`src/rtl/bhdma_pkg.sv`:
```
package bhdma_pkg;

    localparam int unsigned BYTE_W = 8;

    typedef enum logic [1:0] {
        ST_IDLE = 2'd0,
        ST_REQ  = 2'd1,
        ST_SRC  = 2'd2,
        ST_DST  = 2'd3
    } seq_state_t;

    typedef enum logic {
        DIR_IO2MEM = 1'b0,
        DIR_MEM2IO = 1'b1
    } xfer_dir_t;

    typedef enum logic {
        MODE_BURST = 1'b0,
        MODE_STEAL = 1'b1
    } xfer_mode_t;

    // Control byte, bit 3 down to bit 0
    typedef struct packed {
        logic       irq_en;
        xfer_mode_t mode;
        xfer_dir_t  dir;
        logic       enable;
    } ctrl_t;

    typedef struct packed {
        logic io_rd;
        logic io_wr;
        logic mem_rd;
        logic mem_wr;
    } strobes_t;

    // Which strobe a given phase raises for a given direction
    function automatic strobes_t phase_strobes(seq_state_t st, xfer_dir_t d);
        strobes_t s;
        s = '0;
        if (st == ST_SRC) begin
            if (d == DIR_IO2MEM) s.io_rd  = 1'b1;
            else                 s.mem_rd = 1'b1;
        end else if (st == ST_DST) begin
            if (d == DIR_IO2MEM) s.mem_wr = 1'b1;
            else                 s.io_wr  = 1'b1;
        end
        return s;
    endfunction

endpackage

```
`src/rtl/bhdma_regs.sv`:
```
module bhdma_regs
    import bhdma_pkg::*;
#(
    parameter int unsigned AW  = 16,
    parameter int unsigned CW  = 16,
    parameter int unsigned RAW = 3
) (
    input  logic              clk,
    input  logic              rst,
    input  logic [RAW-1:0]    cfg_addr,
    input  logic              cfg_wr,
    input  logic              cfg_rd,
    input  logic [BYTE_W-1:0] cfg_wdata,
    output logic [BYTE_W-1:0] cfg_rdata,
    input  logic              busy,
    input  logic              byte_done,
    output logic [AW-1:0]     cur_addr,
    output ctrl_t             ctrl,
    output logic              cnt_zero,
    output logic              cnt_last,
    output logic              tc_irq
);
    localparam int unsigned ABYTES   = AW / BYTE_W;
    localparam int unsigned CBYTES   = CW / BYTE_W;
    localparam int unsigned OFF_CNT  = ABYTES;
    localparam int unsigned OFF_CTRL = ABYTES + CBYTES;
    localparam int unsigned OFF_STAT = OFF_CTRL + 1;

    logic [AW-1:0] addr_q, addr_d;
    logic [CW-1:0] cnt_q, cnt_d;
    ctrl_t         ctrl_q, ctrl_d;
    logic          tc_q;
    logic          wr_ok;
    logic          tc_set, tc_clr;

    assign wr_ok    = cfg_wr && !busy;
    assign cnt_zero = (cnt_q == '0);
    assign cnt_last = (cnt_q == CW'(1));
    assign tc_set   = byte_done && cnt_last;
    assign tc_clr   = cfg_rd && (cfg_addr == RAW'(OFF_STAT));

    always_comb begin
        addr_d = addr_q;
        cnt_d  = cnt_q;
        ctrl_d = ctrl_q;
        if (byte_done) begin
            addr_d = addr_q + AW'(1);
            cnt_d  = cnt_q - CW'(1);
        end
        if (tc_set) ctrl_d.enable = 1'b0;
        if (wr_ok) begin
            for (int b = 0; b < int'(ABYTES); b++) begin
                if (cfg_addr == RAW'(b)) addr_d[b*BYTE_W +: BYTE_W] = cfg_wdata;
            end
            for (int b = 0; b < int'(CBYTES); b++) begin
                if (cfg_addr == RAW'(OFF_CNT + b)) cnt_d[b*BYTE_W +: BYTE_W] = cfg_wdata;
            end
            if (cfg_addr == RAW'(OFF_CTRL)) ctrl_d = ctrl_t'(cfg_wdata[3:0]);
        end
    end

    always_ff @(posedge clk) begin
        if (rst) begin
            addr_q <= '0;
            cnt_q  <= '0;
            ctrl_q <= '0;
            tc_q   <= 1'b0;
        end else begin
            addr_q <= addr_d;
            cnt_q  <= cnt_d;
            ctrl_q <= ctrl_d;
            if (tc_set)      tc_q <= 1'b1;
            else if (tc_clr) tc_q <= 1'b0;
        end
    end

    always_comb begin
        cfg_rdata = '0;
        if (cfg_rd) begin
            for (int b = 0; b < int'(ABYTES); b++) begin
                if (cfg_addr == RAW'(b)) cfg_rdata = addr_q[b*BYTE_W +: BYTE_W];
            end
            for (int b = 0; b < int'(CBYTES); b++) begin
                if (cfg_addr == RAW'(OFF_CNT + b)) cfg_rdata = cnt_q[b*BYTE_W +: BYTE_W];
            end
            if (cfg_addr == RAW'(OFF_CTRL)) cfg_rdata = {4'b0, ctrl_q};
            if (cfg_addr == RAW'(OFF_STAT)) cfg_rdata = {6'b0, busy, tc_q};
        end
    end

    assign cur_addr = addr_q;
    assign ctrl     = ctrl_q;
    assign tc_irq   = tc_q && ctrl_q.irq_en;

    // one step of address and count per moved byte
    a_r4_step: assert property (@(posedge clk) disable iff (rst)
        byte_done |=> (addr_q == $past(addr_q) + AW'(1)) && (cnt_q == $past(cnt_q) - CW'(1)));

    // the final byte sets the flag even against a clearing read
    a_r9_set_wins: assert property (@(posedge clk) disable iff (rst)
        tc_set |=> tc_q);

    // configuration is frozen while the bus is held
    a_r10_locked: assert property (@(posedge clk) disable iff (rst)
        (busy && cfg_wr) |=> (ctrl_q.dir == $past(ctrl_q.dir)) && (ctrl_q.mode == $past(ctrl_q.mode)));

endmodule

```
`src/rtl/bhdma_seq.sv`:
```
module bhdma_seq
    import bhdma_pkg::*;
(
    input  logic              clk,
    input  logic              rst,
    input  ctrl_t             ctrl,
    input  logic              cnt_zero,
    input  logic              cnt_last,
    input  logic              dreq,
    input  logic              hold_ack,
    input  logic [BYTE_W-1:0] io_rdata,
    input  logic [BYTE_W-1:0] mem_rdata,
    output logic              hold_req,
    output logic              owned,
    output logic              drive_data,
    output logic              byte_done,
    output strobes_t          strb,
    output logic [BYTE_W-1:0] hold_byte
);
    seq_state_t state, state_d;
    logic       can_start;

    assign can_start = ctrl.enable && !cnt_zero && dreq;

    always_comb begin
        state_d = state;
        unique case (state)
            ST_IDLE: if (can_start && !hold_ack) state_d = ST_REQ;
            ST_REQ:  if (hold_ack)               state_d = ST_SRC;
            ST_SRC:                              state_d = ST_DST;
            ST_DST: begin
                if (cnt_last || ctrl.mode == MODE_STEAL || !dreq) state_d = ST_IDLE;
                else if (hold_ack)                                 state_d = ST_SRC;
                else                                               state_d = ST_REQ;
            end
            default:                             state_d = ST_IDLE;
        endcase
    end

    always_ff @(posedge clk) begin
        if (rst) begin
            state     <= ST_IDLE;
            hold_byte <= '0;
        end else begin
            state <= state_d;
            if (state == ST_SRC)
                hold_byte <= (ctrl.dir == DIR_MEM2IO) ? mem_rdata : io_rdata;
        end
    end

    assign hold_req   = (state != ST_IDLE);
    assign owned      = (state == ST_SRC) || (state == ST_DST);
    assign byte_done  = (state == ST_DST);
    assign drive_data = (state == ST_DST) && (ctrl.dir == DIR_IO2MEM);
    assign strb       = phase_strobes(state, ctrl.dir);

    // a byte cycle starts only after a grant was seen
    a_r2_src_needs_ack: assert property (@(posedge clk) disable iff (rst)
        (state == ST_SRC) |-> $past(hold_ack));

    // source phase is always followed by destination phase
    a_r3_src_then_dst: assert property (@(posedge clk) disable iff (rst)
        (state == ST_SRC) |=> (state == ST_DST));

    // cycle-steal gives the bus back after each byte
    a_r6_steal_release: assert property (@(posedge clk) disable iff (rst)
        (state == ST_DST && ctrl.mode == MODE_STEAL) |=> !hold_req);

    // grant lost mid-burst keeps the request up and waits
    a_r11_hold_kept: assert property (@(posedge clk) disable iff (rst)
        (state == ST_DST && ctrl.mode == MODE_BURST && !cnt_last && dreq && !hold_ack)
        |=> (hold_req && !owned));

    // nothing to move, nothing requested
    a_r12_no_empty_req: assert property (@(posedge clk) disable iff (rst)
        (state == ST_IDLE && cnt_zero) |=> !hold_req);

endmodule

```
`src/rtl/bhdma_ctrl.sv`:
```
module bhdma_ctrl
    import bhdma_pkg::*;
#(
    parameter int unsigned AW  = 16,
    parameter int unsigned CW  = 16,
    parameter int unsigned RAW = 3
) (
    input  logic              clk,
    input  logic              rst,
    input  logic [RAW-1:0]    cfg_addr,
    input  logic              cfg_wr,
    input  logic              cfg_rd,
    input  logic [7:0]        cfg_wdata,
    output logic [7:0]        cfg_rdata,
    input  logic              dreq,
    output logic              dack,
    output logic              hold_req,
    input  logic              hold_ack,
    output logic [AW-1:0]     mem_addr,
    output logic              mem_addr_oe,
    input  logic [7:0]        mem_rdata,
    output logic [7:0]        mem_wdata,
    output logic              mem_data_oe,
    output logic              mem_rd,
    output logic              mem_wr,
    input  logic [7:0]        io_rdata,
    output logic [7:0]        io_wdata,
    output logic              io_rd,
    output logic              io_wr,
    output logic              strobe_oe,
    output logic              tc_irq
);
    ctrl_t             ctrl;
    logic              cnt_zero, cnt_last;
    logic              owned, drive_data, byte_done;
    strobes_t          strb;
    logic [BYTE_W-1:0] hold_byte;

    bhdma_regs #(.AW(AW), .CW(CW), .RAW(RAW)) regs_i (
        .clk       (clk),
        .rst       (rst),
        .cfg_addr  (cfg_addr),
        .cfg_wr    (cfg_wr),
        .cfg_rd    (cfg_rd),
        .cfg_wdata (cfg_wdata),
        .cfg_rdata (cfg_rdata),
        .busy      (hold_req),
        .byte_done (byte_done),
        .cur_addr  (mem_addr),
        .ctrl      (ctrl),
        .cnt_zero  (cnt_zero),
        .cnt_last  (cnt_last),
        .tc_irq    (tc_irq)
    );

    bhdma_seq seq_i (
        .clk        (clk),
        .rst        (rst),
        .ctrl       (ctrl),
        .cnt_zero   (cnt_zero),
        .cnt_last   (cnt_last),
        .dreq       (dreq),
        .hold_ack   (hold_ack),
        .io_rdata   (io_rdata),
        .mem_rdata  (mem_rdata),
        .hold_req   (hold_req),
        .owned      (owned),
        .drive_data (drive_data),
        .byte_done  (byte_done),
        .strb       (strb),
        .hold_byte  (hold_byte)
    );

    assign mem_addr_oe = owned;
    assign strobe_oe   = owned;
    assign dack        = owned;
    assign mem_data_oe = drive_data;
    assign mem_wdata   = hold_byte;
    assign io_wdata    = hold_byte;
    assign mem_rd      = strb.mem_rd;
    assign mem_wr      = strb.mem_wr;
    assign io_rd       = strb.io_rd;
    assign io_wr       = strb.io_wr;

    // no bus outputs enabled without an outstanding hold request
    a_r2_oe_needs_hold: assert property (@(posedge clk) disable iff (rst)
        (mem_addr_oe || strobe_oe || mem_data_oe) |-> hold_req);

endmodule

```
`config.mk`:
```
export PLATFORM = sky130hd
export DESIGN_NAME = bhdma_ctrl
export DESIGN_NICKNAME = d
export VERILOG_FILES = /design/src/rtl/bhdma_pkg.sv /design/src/rtl/bhdma_regs.sv /design/src/rtl/bhdma_seq.sv /design/src/rtl/bhdma_ctrl.sv
export SDC_FILE = /design/constraint.sdc
export NUM_CORES = 1
export LEC_CHECK = 0
export CORE_MARGIN = 2
export CORE_UTILIZATION = 50
export CTS_BUF_LIST = sky130_fd_sc_hd__clkbuf_4
export CTS_CLUSTER_DIAMETER = 200
export CTS_CLUSTER_SIZE = 16
export DETAILED_ROUTE_END_ITERATION = 7
export GPL_TIMING_DRIVEN = 0
export PLACE_DENSITY = 0.92
export SYNTH_ARGS = -nofsm -noshare
export SYNTH_HDL_FRONTEND = slang
export SYNTH_SLANG_ARGS = --single-unit
```
`constraint.sdc`:
```
create_clock -name clk -period 1.9 [get_ports clk]
set_input_delay 0.38 -clock clk [delete_from_list [all_inputs] [get_ports clk]]
set_output_delay 0.38 -clock clk [all_outputs]
set_load 0.02 [all_outputs]
```
==> results of run 1 <==
## Yosys cell counts (8+ instances only)
cell type	number	area share (%)
clkbuf_1	14	1.8
buf_4	10	2.6
nor2b_1	11	2.4
nor2_1	52	6.7
a311oi_1	8	2.4
buf_2	8	1.4
mux2i_1	16	5.5
a211oi_1	28	7.2
nand4_1	13	2.8
xor2_1	14	4.2
nand2_1	12	1.5
nand3_1	11	1.9
dfxtp_1	47	32
or3_1	8	1.7
## routing by layer
layer  vias to the layer above  GRT usage, %  wire (um)  share of wire, %
li1                       1512             -          -                 -
met1                      1688         37.53       4216                34
met2                       391         53.50       5562                45
met3                       118         8.427       1696                14
met4                         0         17.46        995               8.0
met5                         -             0          0                 0
## placed cells by master, fill, tap and decap left out, types with 5 or more instances in the layout
cell / count
buf_4: 67
clkdlybuf4s50_1: 56
nor2_1: 51
a211oi_1: 28
dfxtp_4: 26
mux2i_1: 16
xor2_1: 14
nand4_1: 13
dfxtp_1: 13
nand3_1: 10
buf_6: 9
nand2_1: 9
mux4_2: 8
clkbuf_1: 8
a311oi_1: 8
or3_1: 8
dfxtp_2: 8
inv_1: 7
clkbuf_4: 7
o21ai_0: 7
xnor2_1: 6
dlymetal6s2s_1: 6
buf_2: 5
and2_1: 5
## logic make-up after synthesis
group / Yosys count / share of synthesized area, %
fa+ha+maj: 3 / 1.284
buf+inv: 41 / 6.935
flops: 47 / 32.19
compound gates: 62 / 15.45
simple gates: 142 / 26.37
xor+xnor: 20 / 5.993
mux: 24 / 11.77
## layout make-up
cell class | count | area [sq um]
Inverter | 7 | 26.28
Clock buffer | 6 | 45.04
Clock inverter | 2 | 60.06
Fill cell | 324 | 1023
Multi-Input combinational cell | 251 | 1888
Sequential cell | 47 | 1049
Buffer | 29 | 203.9
Tap cell | 72 | 90.09
Timing Repair Buffer | 133 | 1189
## state kept, by name, indices dropped and copies added, names as in the netlist
| signal | count |
|---|---|
| seq_i.state | 2 |
| regs_i.ctrl | 4 |
| regs_i.cur_addr | 16 |
| seq_i.hold_byte | 8 |
| regs_i.tc_q | 1 |
| regs_i.cnt_q | 16 |
## metrics by stage
step | util [%] | hold slack [ns] | setup slack (ns) | power (mW)
after global placement | 68.37 | 0.4900 | -0.8051 | 1.419
after detailed placement | 68.37 | 0.4927 | -0.8063 | 1.429
final | 81.64 | 0.4415 | -0.2838 | 2.279
after CTS | 75.20 | 0.4221 | -0.07069 | 2.181
after global routing | 81.64 | 0.4871 | -0.3111 | 2.324
after floorplan | - | 0.4687 | 0.01400 | 1.257
## critical path: stages (launching register included)
cell and delay, ns:
dfxtp_4 0.38, buf_4 0.16, nor4b_4 0.37, nand2_1 0.27, clkbuf_1 0.30, a211oi_1 0.57
## worst max-delay path by stage
stage,cells past startpoint,startpoint,slack [ns],endpoint
2_1_floorplan,5,seq_i.state[1],0.01,io_rd
3_3_place_gp,6,seq_i.state[1],-0.81,io_rd
3_5_place_dp,6,seq_i.state[1],-0.81,io_rd
4_1_cts,4,regs_i.cur_addr[8],-0.07,cfg_rdata[0]
5_1_grt,5,seq_i.state[1],-0.31,regs_i.cur_addr[2]
6_report,5,seq_i.state[1],-0.28,regs_i.cur_addr[2]
## power groups by stage
stage | Combinational (mW) | Clock [mW] | Sequential [mW]
2_1_floorplan | 0.176 | 0 | 1.08
3_3_place_gp | 0.342 | 0 | 1.08
3_5_place_dp | 0.350 | 0 | 1.08
4_1_cts | 0.390 | 0.757 | 1.03
5_1_grt | 0.491 | 0.809 | 1.02
6_report | 0.472 | 0.782 | 1.02
## repair_timing
action | CTS | global route
pin swaps | 4 | 8
buffers inserted | 25 | 29
endpoints found under the setup margin | 25 | 55
resized for setup | 126 | 53
==> results.cfg, run 1 <==
[sta]
fin_ws_ns = -0.2838
clock_skew_ns = 0.02679
setup_violations = 11
slew_violations = 0
slew_headroom_pct = 55.15
finalHoldViolations = 0
post-route-min-period_ns = 2.184
tightest_slew_ns = 0.6728
tns_ns = -0.7228
rsz0062_at_grt = yes
fmax_mhz = 457.9
layout_worst_path_cycle_share_pct = 114.9

[die]
placeableCoreArea_sq_um = 5574
die_area_sq_um = 6473
rows = 27
die_h_um = 80.46
start_util_pct = 52.44
ios = 83
fp.dieW_um = 80.46

[place]
dp_hpwl_um = 6925
gp_congestion = 0.9346
dpl_cell_area_sq_um = 3811
dp_cells = 490
port-buffer-count = 79

[worst_setup_path]
r2r_setup_slack_ns = -0.28
critPathArrivalTime_ns = 2.43
crit_required_ns = 2.14
startpoint_type = flop
worstSetupPathType = reg2reg
crit_fanout = 10
r2r_cells = 5
regToRegStartpoint = seq_i.state[1]
reg2reg_to = regs_i.cur_addr[2]
critPathCaptureType = flop

[power_and_ir_drop]
intPower_mw = 1.644
p_seq_share_pct = 45.0
p_clk_share_pct = 34.3
comb_power_share_pct = 20.7
swShare_pct = 27.87
power.leakage_nw = 1.857
p_switching_mw = 0.6353
ir_drop_v = 0.0004419
power_density_nw_per_um2 = 500.8

[logic_synthesis]
postSynthCellCount = 339
ys_types = 52
synth.avg_cell_area_sq_um = 8.622
ys_seq_area_share_pct = 32.19
syn_area_sq_um = 2923
ys_warn_count = 0
syn_nets = 375
ys_async_sr_fraction_pct = 0
synth-edff-count = 0
synthFlopType = dfxtp_1
ys_ff_latch = 47

[detailed_routing]
vias = 3709
vias_per_cell = 6.781
drtAntennaViolNets = 0
drc_errors = 0
drtIter0Drc = 363
totalWireLength_um = 12470
routedWlPerCell_um = 22.80
drtPass1Iterations = 5

[final_layout]
drive_above_1_share_pct = 34.32
syn2layout_area_growth_pct = 55.69
final_cells = 547
final_nets = 510
diodes = 0
stdcell_area_sq_um = 4551

[cts]
cts.clk_slew.worst_paths_ns = 0.16
clk_latency_ns = 0.40
postCtsHoldBufs = 0
clock_sinks = 47
cts_made_buffers = 5
clockBufferDepth = 2
cts_tree = built
clock-root-buffer = clkbuf_4
ctsHtreeMaxLevel = 2

[grt]
grt_overflow = 0
antenna_found_initial = 0
first_global_vias = 3146
grt_usage_pct = 32.15
grt_max_degree = 17
grt_pass1_wl_um = 15790

[hold_path]
whs_path_depth = 4
holdCritStartpoint = cfg_addr[2]
min_to = regs_i.tc_q
hold_class = in2reg

[job]
drv_cap = 0

[run_status]
violations = negative setup slack
status = finished, violations left
Note: power is estimated with default switching activity, not from simulation.
==> run 2: changes to the inputs <==
- ABC_CLOCK_PERIOD_IN_PS: unset -> 1900
==> results of run 2 <==
The final DEF is identical to that of run 1; final timing and power are the same.
